## src/rtl/flash_wp_pkg.sv

```systemverilog
package flash_wp_pkg;

  typedef enum logic [3:0] {
    CMD_NONE       = 4'd0,
    CMD_WR_EN      = 4'd1,
    CMD_WR_DIS     = 4'd2,
    CMD_SR_WRITE   = 4'd3,
    CMD_PROG       = 4'd4,
    CMD_SEQ_START  = 4'd5,
    CMD_SEQ_STEP   = 4'd6,
    CMD_SEQ_END    = 4'd7,
    CMD_SECT_ERASE = 4'd8,
    CMD_BLK_ERASE  = 4'd9,
    CMD_CHIP_ERASE = 4'd10,
    CMD_ID_PROG    = 4'd11,
    CMD_ID_LOCK    = 4'd12
  } cmd_e;

  // status byte bit positions
  localparam int ST_BUSY    = 0;
  localparam int ST_WEN     = 1;
  localparam int ST_PROT_LO = 2;
  localparam int ST_PROT_W  = 3;
  localparam int ST_IDLK    = 5;
  localparam int ST_SEQ     = 6;
  localparam int ST_PLK     = 7;

  // first protection code that covers the whole array
  localparam int PROT_FULL_CODE = 5;

  typedef struct packed {
    logic set_wen;
    logic clr_wen;
    logic start_op;
    logic seq_enter;
    logic seq_exit;
    logic seq_step;
    logic sr_load;
    logic id_lock;
  } action_t;

endpackage

```

## src/rtl/wp_range_check.sv

```systemverilog
module wp_range_check
  import flash_wp_pkg::*;
#(
  parameter int ADDR_W = 20
) (
  input  logic [ST_PROT_W-1:0] prot_i,
  input  logic [ADDR_W-1:0]    addr_i,
  output logic                 hit_o
);

  localparam int LOW_BASE = ADDR_W - PROT_FULL_CODE;

  always_comb begin
    if (prot_i == '0) begin
      hit_o = 1'b0;
    end else if (int'(prot_i) >= PROT_FULL_CODE) begin
      hit_o = 1'b1;
    end else begin
      // region is the top 2^(LOW_BASE+code) bytes: all bits above must be ones
      hit_o = 1'b1;
      for (int b = 0; b < ADDR_W; b++) begin
        if (b >= LOW_BASE + int'(prot_i) && !addr_i[b]) hit_o = 1'b0;
      end
    end
  end

endmodule

```

## src/rtl/wp_cmd_gate.sv

```systemverilog
module wp_cmd_gate
  import flash_wp_pkg::*;
(
  input  logic                 cmd_valid_i,
  input  cmd_e                 cmd_i,
  input  logic                 busy_i,
  input  logic                 wen_i,
  input  logic [ST_PROT_W-1:0] prot_i,
  input  logic                 prot_lock_i,
  input  logic                 id_lock_i,
  input  logic                 seq_mode_i,
  input  logic                 wp_pin_i,
  input  logic                 addr_hit_i,
  output logic                 accept_o,
  output action_t              act_o
);

  logic sr_locked;
  assign sr_locked = !wp_pin_i && prot_lock_i;

  always_comb begin
    act_o    = '0;
    accept_o = 1'b0;
    if (cmd_valid_i && !busy_i) begin
      if (seq_mode_i) begin
        case (cmd_i)
          CMD_SEQ_STEP: begin
            accept_o       = 1'b1;
            act_o.seq_step = 1'b1;
            act_o.start_op = 1'b1;
          end
          CMD_SEQ_END, CMD_WR_DIS: begin
            accept_o       = 1'b1;
            act_o.seq_exit = 1'b1;
            act_o.clr_wen  = 1'b1;
          end
          default: ;
        endcase
      end else begin
        case (cmd_i)
          CMD_WR_EN: begin
            accept_o      = 1'b1;
            act_o.set_wen = 1'b1;
          end
          CMD_WR_DIS: begin
            accept_o      = 1'b1;
            act_o.clr_wen = 1'b1;
          end
          CMD_SR_WRITE: begin
            if (wen_i && !sr_locked) begin
              accept_o      = 1'b1;
              act_o.sr_load = 1'b1;
              act_o.clr_wen = 1'b1;
            end
          end
          CMD_PROG, CMD_SECT_ERASE, CMD_BLK_ERASE: begin
            if (wen_i && !addr_hit_i) begin
              accept_o       = 1'b1;
              act_o.start_op = 1'b1;
            end
          end
          CMD_SEQ_START: begin
            if (wen_i && !addr_hit_i) begin
              accept_o        = 1'b1;
              act_o.start_op  = 1'b1;
              act_o.seq_enter = 1'b1;
            end
          end
          CMD_CHIP_ERASE: begin
            if (wen_i && prot_i == '0) begin
              accept_o       = 1'b1;
              act_o.start_op = 1'b1;
            end
          end
          CMD_ID_PROG: begin
            if (wen_i && !id_lock_i) begin
              accept_o       = 1'b1;
              act_o.start_op = 1'b1;
            end
          end
          CMD_ID_LOCK: begin
            if (wen_i) begin
              accept_o      = 1'b1;
              act_o.id_lock = 1'b1;
              act_o.clr_wen = 1'b1;
            end
          end
          default: ;
        endcase
      end
    end
  end

endmodule

```

## src/rtl/wp_status_reg.sv

```systemverilog
module wp_status_reg
  import flash_wp_pkg::*;
#(
  parameter int ADDR_W = 20
) (
  input  logic                 clk_i,
  input  logic                 rst_ni,
  input  action_t              act_i,
  input  logic [7:0]           sr_data_i,
  input  logic [ADDR_W-1:0]    addr_i,
  input  logic                 op_done_i,
  input  logic                 seq_last_i,
  output logic                 busy_o,
  output logic                 wen_o,
  output logic [ST_PROT_W-1:0] prot_o,
  output logic                 prot_lock_o,
  output logic                 id_lock_o,
  output logic                 seq_mode_o,
  output logic [ADDR_W-1:0]    seq_ptr_o
);

  logic                 busy_q, wen_q, plk_q, idlk_q, seq_q;
  logic [ST_PROT_W-1:0] prot_q;
  logic [ADDR_W-1:0]    ptr_q;

  // actions only arrive when idle, completions only count when busy
  always_ff @(posedge clk_i or negedge rst_ni) begin
    if (!rst_ni) begin
      busy_q <= 1'b0;
      wen_q  <= 1'b0;
      prot_q <= '1;
      plk_q  <= 1'b0;
      idlk_q <= 1'b0;
      seq_q  <= 1'b0;
      ptr_q  <= '0;
    end else begin
      if (op_done_i && busy_q) begin
        busy_q <= 1'b0;
        if (!seq_q) begin
          wen_q <= 1'b0;
        end else if (seq_last_i) begin
          seq_q <= 1'b0;
          wen_q <= 1'b0;
        end
      end
      if (act_i.start_op) busy_q <= 1'b1;
      if (act_i.set_wen)  wen_q  <= 1'b1;
      if (act_i.clr_wen)  wen_q  <= 1'b0;
      if (act_i.sr_load) begin
        prot_q <= sr_data_i[ST_PROT_LO +: ST_PROT_W];
        plk_q  <= sr_data_i[ST_PLK];
      end
      if (act_i.id_lock) idlk_q <= 1'b1;
      if (act_i.seq_enter) begin
        seq_q <= 1'b1;
        ptr_q <= addr_i;
      end
      if (act_i.seq_exit) seq_q <= 1'b0;
      if (act_i.seq_step) ptr_q <= ptr_q + 1'b1;
    end
  end

  assign busy_o      = busy_q;
  assign wen_o       = wen_q;
  assign prot_o      = prot_q;
  assign prot_lock_o = plk_q;
  assign id_lock_o   = idlk_q;
  assign seq_mode_o  = seq_q;
  assign seq_ptr_o   = ptr_q;

  a_r10_id_lock_sticky: assert property (@(posedge clk_i) disable iff (!rst_ni)
    idlk_q |=> idlk_q);

  a_r8_done_clears: assert property (@(posedge clk_i) disable iff (!rst_ni)
    (op_done_i && busy_q && !seq_q) |=> (!busy_q && !wen_q));

  a_r12_seq_auto_exit: assert property (@(posedge clk_i) disable iff (!rst_ni)
    (op_done_i && busy_q && seq_q && seq_last_i) |=> (!seq_q && !wen_q));

endmodule

```

## src/rtl/flash_wp_ctrl.sv

```systemverilog
module flash_wp_ctrl
  import flash_wp_pkg::*;
#(
  parameter int ADDR_W = 20
) (
  input  logic              clk_i,
  input  logic              rst_ni,
  input  logic              cmd_valid_i,
  input  logic [3:0]        cmd_i,
  input  logic [ADDR_W-1:0] addr_i,
  input  logic [7:0]        sr_data_i,
  input  logic              wp_pin_i,
  input  logic              op_done_i,
  output logic [7:0]        status_o,
  output logic              accept_o,
  output logic              reject_o,
  output logic              busy_o
);

  cmd_e                 cmd;
  action_t              act;
  logic                 accept_d;
  logic                 busy, wen, plk, idlk, seq_mode;
  logic [ST_PROT_W-1:0] prot;
  logic [ADDR_W-1:0]    seq_ptr, seq_ptr_next;
  logic                 addr_hit, next_hit, seq_last;
  logic                 accept_q, reject_q;

  assign cmd          = cmd_e'(cmd_i);
  assign seq_ptr_next = seq_ptr + 1'b1;
  assign seq_last     = (&seq_ptr) | next_hit;

  wp_range_check #(.ADDR_W(ADDR_W)) u_addr_chk (
    .prot_i (prot),
    .addr_i (addr_i),
    .hit_o  (addr_hit)
  );

  wp_range_check #(.ADDR_W(ADDR_W)) u_next_chk (
    .prot_i (prot),
    .addr_i (seq_ptr_next),
    .hit_o  (next_hit)
  );

  wp_cmd_gate u_gate (
    .cmd_valid_i (cmd_valid_i),
    .cmd_i       (cmd),
    .busy_i      (busy),
    .wen_i       (wen),
    .prot_i      (prot),
    .prot_lock_i (plk),
    .id_lock_i   (idlk),
    .seq_mode_i  (seq_mode),
    .wp_pin_i    (wp_pin_i),
    .addr_hit_i  (addr_hit),
    .accept_o    (accept_d),
    .act_o       (act)
  );

  wp_status_reg #(.ADDR_W(ADDR_W)) u_sr (
    .clk_i       (clk_i),
    .rst_ni      (rst_ni),
    .act_i       (act),
    .sr_data_i   (sr_data_i),
    .addr_i      (addr_i),
    .op_done_i   (op_done_i),
    .seq_last_i  (seq_last),
    .busy_o      (busy),
    .wen_o       (wen),
    .prot_o      (prot),
    .prot_lock_o (plk),
    .id_lock_o   (idlk),
    .seq_mode_o  (seq_mode),
    .seq_ptr_o   (seq_ptr)
  );

  always_ff @(posedge clk_i or negedge rst_ni) begin
    if (!rst_ni) begin
      accept_q <= 1'b0;
      reject_q <= 1'b0;
    end else begin
      accept_q <= accept_d;
      reject_q <= cmd_valid_i && !accept_d;
    end
  end

  assign accept_o = accept_q;
  assign reject_o = reject_q;
  assign busy_o   = busy;
  assign status_o = {plk, seq_mode, idlk, prot, wen, busy};

  a_r2_one_response: assert property (@(posedge clk_i) disable iff (!rst_ni)
    cmd_valid_i |=> (accept_o ^ reject_o));

  a_r2_idle_silent: assert property (@(posedge clk_i) disable iff (!rst_ni)
    !cmd_valid_i |=> !(accept_o || reject_o));

  a_r5_busy_reject: assert property (@(posedge clk_i) disable iff (!rst_ni)
    (cmd_valid_i && busy_o) |=> reject_o);

  a_r4_needs_wen: assert property (@(posedge clk_i) disable iff (!rst_ni)
    (cmd_valid_i && !status_o[ST_WEN] && (cmd inside {CMD_SR_WRITE, CMD_PROG,
      CMD_SEQ_START, CMD_SECT_ERASE, CMD_BLK_ERASE, CMD_CHIP_ERASE,
      CMD_ID_PROG, CMD_ID_LOCK})) |=> reject_o);

  a_r7_chip_needs_open: assert property (@(posedge clk_i) disable iff (!rst_ni)
    (cmd_valid_i && cmd == CMD_CHIP_ERASE && status_o[ST_PROT_LO +: ST_PROT_W] != '0)
      |=> reject_o);

  a_r9_lock_holds: assert property (@(posedge clk_i) disable iff (!rst_ni)
    (!wp_pin_i && status_o[ST_PLK]) |=>
      (status_o[ST_PLK] && $stable(status_o[ST_PROT_LO +: ST_PROT_W])));

endmodule

```

## config.mk

```make
export PLATFORM = sky130hd
export DESIGN_NAME = flash_wp_ctrl
export DESIGN_NICKNAME = d
export VERILOG_FILES = /design/src/rtl/flash_wp_pkg.sv /design/src/rtl/wp_range_check.sv /design/src/rtl/wp_cmd_gate.sv /design/src/rtl/wp_status_reg.sv /design/src/rtl/flash_wp_ctrl.sv
export SDC_FILE = /design/constraint.sdc
export NUM_CORES = 1
export LEC_CHECK = 0
export ABC_AREA = 0
export BUFFER_PORTS_ARGS = -buffer_cell sky130_fd_sc_hd__buf_2
export CAP_MARGIN = 30
export CORE_AREA = 2 2 103 105
export CTS_CLUSTER_DIAMETER = 200
export DETAILED_ROUTE_END_ITERATION = 8
export DIE_AREA = 0 0 105 107
export GPL_ROUTABILITY_DRIVEN = 0
export GPL_TIMING_DRIVEN = 0
export HOLD_SLACK_MARGIN = 0.12
export PLACE_DENSITY = 0.44
export SLEW_MARGIN = 40
export SYNTH_ARGS = -nofsm -noshare
export SYNTH_HDL_FRONTEND = slang
export SYNTH_SLANG_ARGS = --single-unit
export TNS_END_PERCENT = 50
```

## constraint.sdc

```tcl
create_clock -name clk_i -period 4.9 [get_ports clk_i]
set_clock_uncertainty 0.2 [all_clocks]
set_input_delay 0.49 -clock clk_i [delete_from_list [all_inputs] [get_ports clk_i]]
set_output_delay 0.49 -clock clk_i [all_outputs]
set_load 0.02 [all_outputs]
```

==> Yosys cells after proc, flatten, opt, wreduce, memory -nomap -nowiden <==
Cells that the tools add are included.
{ "totals": {"reg_bits": 30, "latch_bits": 0, "mem_bits_rw": 0, "rom_bits": 0, "output_inout_bits": 11, "word_cells": 234, "n_memories": 0} }
{ "op_classes": {"add_sub_neg": 2, "n_mul": 0, "div": 0, "order_cmp": 21, "n_eq_ne": 13, "shifts": 0, "mux": 82, "n_bitwise": 1, "n_reduce_logical": 106} }
{ "op_table": {"columns": ["operator", "n"], "rows": [
  ["$ge A5 B32 Y1 const A", 8],
  ["$ge A4 B32 Y1 const A", 4],
  ["$ge A6 B32 Y1 const A", 4],
  ["$mux W1", 72],
  ["$ge A3 B32 Y1 const A", 2],
  ["$logic_and A1 B1 Y1", 48],
  ["$logic_not A1 Y1", 46],
  ["$mux W20", 2],
  ["$ge A1 B32 Y1 const A", 1],
  ["$ge A2 B32 Y1 const A", 1],
  ["$add A20 B1 Y20 const B", 1],
  ["$eq A4 B4 Y1 const B", 5],
  ["$reduce_and A20 Y1", 1],
  ["$eq A4 B3 Y1 const B", 4],
  ["$eq A4 B2 Y1 const B", 2],
  ["$mux W2", 4],
  ["$mux W8", 1],
  ["$pmux W1 S6", 1],
  ["$reduce_bool A3 Y1", 2],
  ["$reduce_or A3 Y1", 2],
  ["$add A4 B3 Y5 const A", 1],
  ["$eq A4 B1 Y1 const B", 1],
  ["$ne A4 B4 Y1 const B", 1],
  ["$pmux W1 S4", 1],
  ["other kinds (8)", 10]
]} }

==> Longest topological paths before layout <==
{ "logic_depth": {"depth_word": 33, "mapped_depth": 13, "mapped_depth_nobuf": 10} }

==> Hierarchy <==
Synthesis repeated with hierarchy kept, for this count alone.
{ "hier_totals": {"hier_cells": 345, "area_unflattened_um2": 2845.2} }
{ "modules_own_cells": {"columns": ["mod", "n_inst", "cells_each", "area_per_inst_um2"], "rows": [
  ["wp_status_reg", 1, 151, 1526.5],
  ["wp_range_check", 2, 46, 295.3],
  ["flash_wp_ctrl", 1, 61, 471.7],
  ["wp_cmd_gate", 1, 41, 256.5]
]} }

==> Least setup slack after synthesis <==
Ideal clock, no wire load.
{ "synth_path": {"kind": "reg2reg", "startpoint": "register u_sr.prot_q[1], in the netlist u_sr.prot_o[1]", "endpoint": "register u_sr.ptr_q[0], in the netlist u_sr.seq_ptr_o[0]", "arrival_ns": 3.329, "required_ns": 4.574, "setup_slack_ns": 1.244, "path_stages_with_launch": 12, "path_buffers": 1, "synth_period_minus_slack_ns": 3.656, "cell_sequence": "dfstp_2 > inv_1 > ha_1 > ha_1 > buf_6 > a2111oi_2 > o21ai_0 > and3_1 > or4_4 > o31a_1 > and3_1 > a311o_1"} }
{ "synth_via": {"elab_chain_cells": 32, "word_cells_on_any_way": 72, "cone_classes": "1 x add/sub; 21 x order compare; 26 x mux; 24 x reduce/logical"} }
{ "synth_lines": {"columns": ["element", "line", "source"], "rows": [
  ["from (decl)", "wp_status_reg.sv:23", "logic [ST_PROT_W-1:0] prot_q;"],
  ["from (signal assigned)", "wp_status_reg.sv:50", "prot_q <= sr_data_i[ST_PROT_LO +: ST_PROT_W];"],
  ["$add A4 B3 Y5", "wp_range_check.sv:22", "if (b >= LOW_BASE + int'(prot_i) && !addr_i[b]) hit_o = 1'b0;"],
  ["$ge A1 B32 Y1", "wp_range_check.sv:22", null],
  ["$logic_and A1 B1 Y1", "wp_range_check.sv:22", null],
  ["$mux W1 (20 in series)", "wp_range_check.sv:22", null],
  ["$mux W1", "wp_range_check.sv:16", "end else if (int'(prot_i) >= PROT_FULL_CODE) begin"],
  ["$mux W1 *", "wp_range_check.sv:14", "if (prot_i == '0) begin"],
  ["$logic_not A1 Y1 *", "wp_cmd_gate.sv:63", "if (wen_i && !addr_hit_i) begin"],
  ["$logic_and A1 B1 Y1 *", "wp_cmd_gate.sv:63", null],
  ["$mux W2 *", "wp_cmd_gate.sv:63", null],
  ["$mux W1 *", "wp_cmd_gate.sv:40", "case (cmd_i)"],
  ["$mux W1 *", "wp_cmd_gate.sv:25", "if (seq_mode_i) begin"],
  ["$mux W8 *", "wp_cmd_gate.sv:24", "if (cmd_valid_i && !busy_i) begin"],
  ["$reduce_bool A2 Y1 (no line) *", null, null],
  ["to (signal assigned)", "wp_status_reg.sv:56", "ptr_q <= addr_i;"],
  ["to (signal assigned)", "wp_status_reg.sv:59", "if (act_i.seq_step) ptr_q <= ptr_q + 1'b1;"],
  ["to (decl)", "wp_status_reg.sv:24", "logic [ADDR_W-1:0] ptr_q;"]
]} }
Every way passes the cells marked *; elsewhere a longest branch is shown, timed or not.
A chain may end at the register's enable or synchronous reset.

==> Worst setup path in the final report <==
{ "layout_path": {"startpoint": "register u_sr.prot_q[1], in the netlist u_sr.prot_o[1]", "endpoint": "register u_sr.ptr_q[11], in the netlist u_sr.seq_ptr_o[11]"} }
Same word-level chain as after synthesis.

==> metrics.yaml <==
pwr-share-seq: 0.307
ioPinCount: 48
vias: 3016
grt_usage: 0.187
cp.arrival_ns: 4.14
grt_pass1_vias: 2867
ys.flop_type: "dfrtp_1"
hpwlAfterDp_um: 7640
fp.dieH_um: 107
synth_seq_cells: 30
synthToLayoutAreaGrowth_pct: 20.2
grt_max_degree: 31
p_leak_nw: 1.39
clk_pin_slew_ns: 0.07
top_layer: "met4"
drc: 0
grt_pass1_wl_um: 16400
synth_nets: 394
combPwrFrac: 0.421
cts_root_buffer: "clkbuf_8"
post_drt_wl_per_cell_um: 18.8
ant_nets: 0
largest_reg_flops: 20
path_max_fanout: 10
synth-edff-count: 0
worst_slack_ns: 0.775
placedCellCount: 527
internal_power_uw: 702
syn_area_per_cell_um2: 7.92
post-place-ws_ns: 0.809
swShare: 0.410
antenna_found_initial: 0
synth_top_area_share: 0.245
yosys_warnings: 0
wl_met3_um: 588
max-vdd-ir-drop_uv: 176
die_w_um: 105
slew_violations: 0
drive_gt1_frac: 0.213
dr.pass1.iters: 5
synth_cell_types: 66
switching_power_uw: 487
layout_commonest_cell: "buf_2"
synth_area_leaders: "dfrtp_1 (24%), a21oi_1 (5.6%), o21ai_0 (5.3%)"
crit_type: "register to register"
drt_first_iter_violations: 254
maxCapViolCount: 0
worstPathRequired_ns: 4.92
fmax_mhz: 242
start_util: 0.274
cts_buffers: 5
p_clk_frac: 0.272
relSlewSlack: 0.452
finalNetCount: 444
startpoint_type: "register"
dieArea_um2: 11200
cts_tree: "yes"
finalSetupTns_ns: 0
synthCells: 349
clock_path_buffers: 2
period_needed_ns: 4.13
period_share: 0.842
clkLatencyLatePin_ns: 0.29
totalWireLength_um: 10100
yosysTopAreaCell: "dfrtp_1"
cts.sinks: 30
synth-seq-area-share: 0.273
vias_per_cell: 5.63
instances_no_fill: 536
power_density_nw_per_um2: 358
cts_max_level: 2
hp-class: "input port to register"
netlist_area_um2: 2760
io_buffer_count: 42
rsz0062_at_grt: "false"
wl_met1_um: 4740
critPathCaptureType: "register"
r2r_setup_slack_ns: 0.77
setup_violations: 0
core-area_um2: 10100
synthArstFlopShare: 1.00
hold_viol: 0
mostFrequentLayoutCells: "buf_2 (47), a21oi_1 (31), o21ai_0 (29)"
diodes: 0
tightest_slew_ns: 0.815
row_count: 37
dr_wl_met2_um: 4550
status: "completed"
grt-ovfl-total: 0
-- power by group through the flow --
stage	clock network (mW)	logic (mW)	registers (mW)
after floorplan	0	0.323	0.363
after global placement	0	0.493	0.369
after detailed placement	0	0.497	0.367
after CTS	0.332	0.499	0.363
after global routing	0.343	0.549	0.374
final	0.324	0.500	0.365
-- timing repair --
| item | 4_1_cts | 5_1_grt |
|---|---|---|
| endpoints found under the hold margin | 27 | 0 |
| gates resized for setup | 0 | 0 |
| hold buffers | 1 | 0 |
| buffers inserted | 0 | 0 |
-- stage by stage --
stage                util  cell area, µm²  hold slack, ns  power (mW)
floorplan               -            2760        -0.00559       0.686
global placement    0.311            3140           0.302       0.861
detailed placement  0.313            3160           0.301       0.864
CTS                 0.328            3310           0.195        1.19
global route        0.329            3320           0.214        1.27
finish              0.329            3320           0.197        1.19
-- metal layers --
| metal | track usage | up-vias |
|---|---|---|
| met5 | 0 | - |
| met4 | 0.0552 | 0 |
| met3 | 0.0249 | 12 |
| met2 | 0.288 | 109 |
| met1 | 0.270 | 1473 |
| li1 | - | 1422 |
-- worst max-delay path, stage by stage, from the launching register on --
cell and delay [ns]:
dfstp_2 0.66, inv_1 0.16, ha_1 0.27, ha_1 0.30
buf_6 0.13, clkbuf_1 0.38, o21ai_0 0.29, a41oi_1 0.54
o31a_1 0.44, buf_2 0.36, mux2i_1 0.14, a21oi_1 0.17
-- logic make-up after synthesis --
kind of cell,share of synthesized area
AOI/OAI and AO/OA,0.294
and+or+nand+nor,0.249
muxes,0.0331
adders and majority gates,0.0362
xor gates and xnor gates,0.0349
DFF,0.273
buffers and inverters,0.0802
-- cells in the mapped netlist, drive strengths merged, types with 3 or more instances --
master and instances:
a2111oi 3, a211oi 3, a21oi 31, a31oi 5, a32oi 3, and3 10
buf 14, clkbuf 11, dfrtp 27, dfstp 3, ha 8, inv 21
mux2i 8, nand2 22, nand2b 7, nand3 19, nand3b 3, nand4 9
nor2 23, nor2b 3, nor3 10, nor4 5, o2111ai 3, o211ai 7
o21ai 33, o221a 6, o221ai 3, o22ai 3, xnor2 8, xor2 3
-- cell type report --
| class | count | area, µm² |
|---|---|---|
| Multi-Input combinational cell | 273 | 1810 |
| Tap cell | 136 | 170 |
| Clock inverter | 2 | 60.1 |
| Timing Repair Buffer | 43 | 223 |
| Inverter | 21 | 78.8 |
| Sequential cell | 30 | 754 |
| Buffer | 25 | 143 |
| Fill cell | 1143 | 6770 |
| Clock buffer | 6 | 82.6 |
-- worst paths after layout --
path	from	endpoint	cells after the start
setup / recovery	u_sr.prot_o[1]$_DFFE_PN1P_	u_sr.seq_ptr_o[11]$_DFFE_PN0P_	11
min in group asynchronous	rst_ni	u_sr.seq_ptr_o[10]$_DFFE_PN0P_	2
max in group asynchronous	rst_ni	u_sr.prot_o[1]$_DFFE_PN1P_	2
hold / removal	op_done_i	u_sr.busy_o$_DFFE_PN0P_	2
setup reg to reg	u_sr.prot_o[1]$_DFFE_PN1P_	u_sr.seq_ptr_o[11]$_DFFE_PN0P_	11
hold reg to reg	u_sr.id_lock_o$_DFFE_PN0P_	u_sr.id_lock_o$_DFFE_PN0P_	1
No activity file was read; power rests on OpenSTA's default activity.
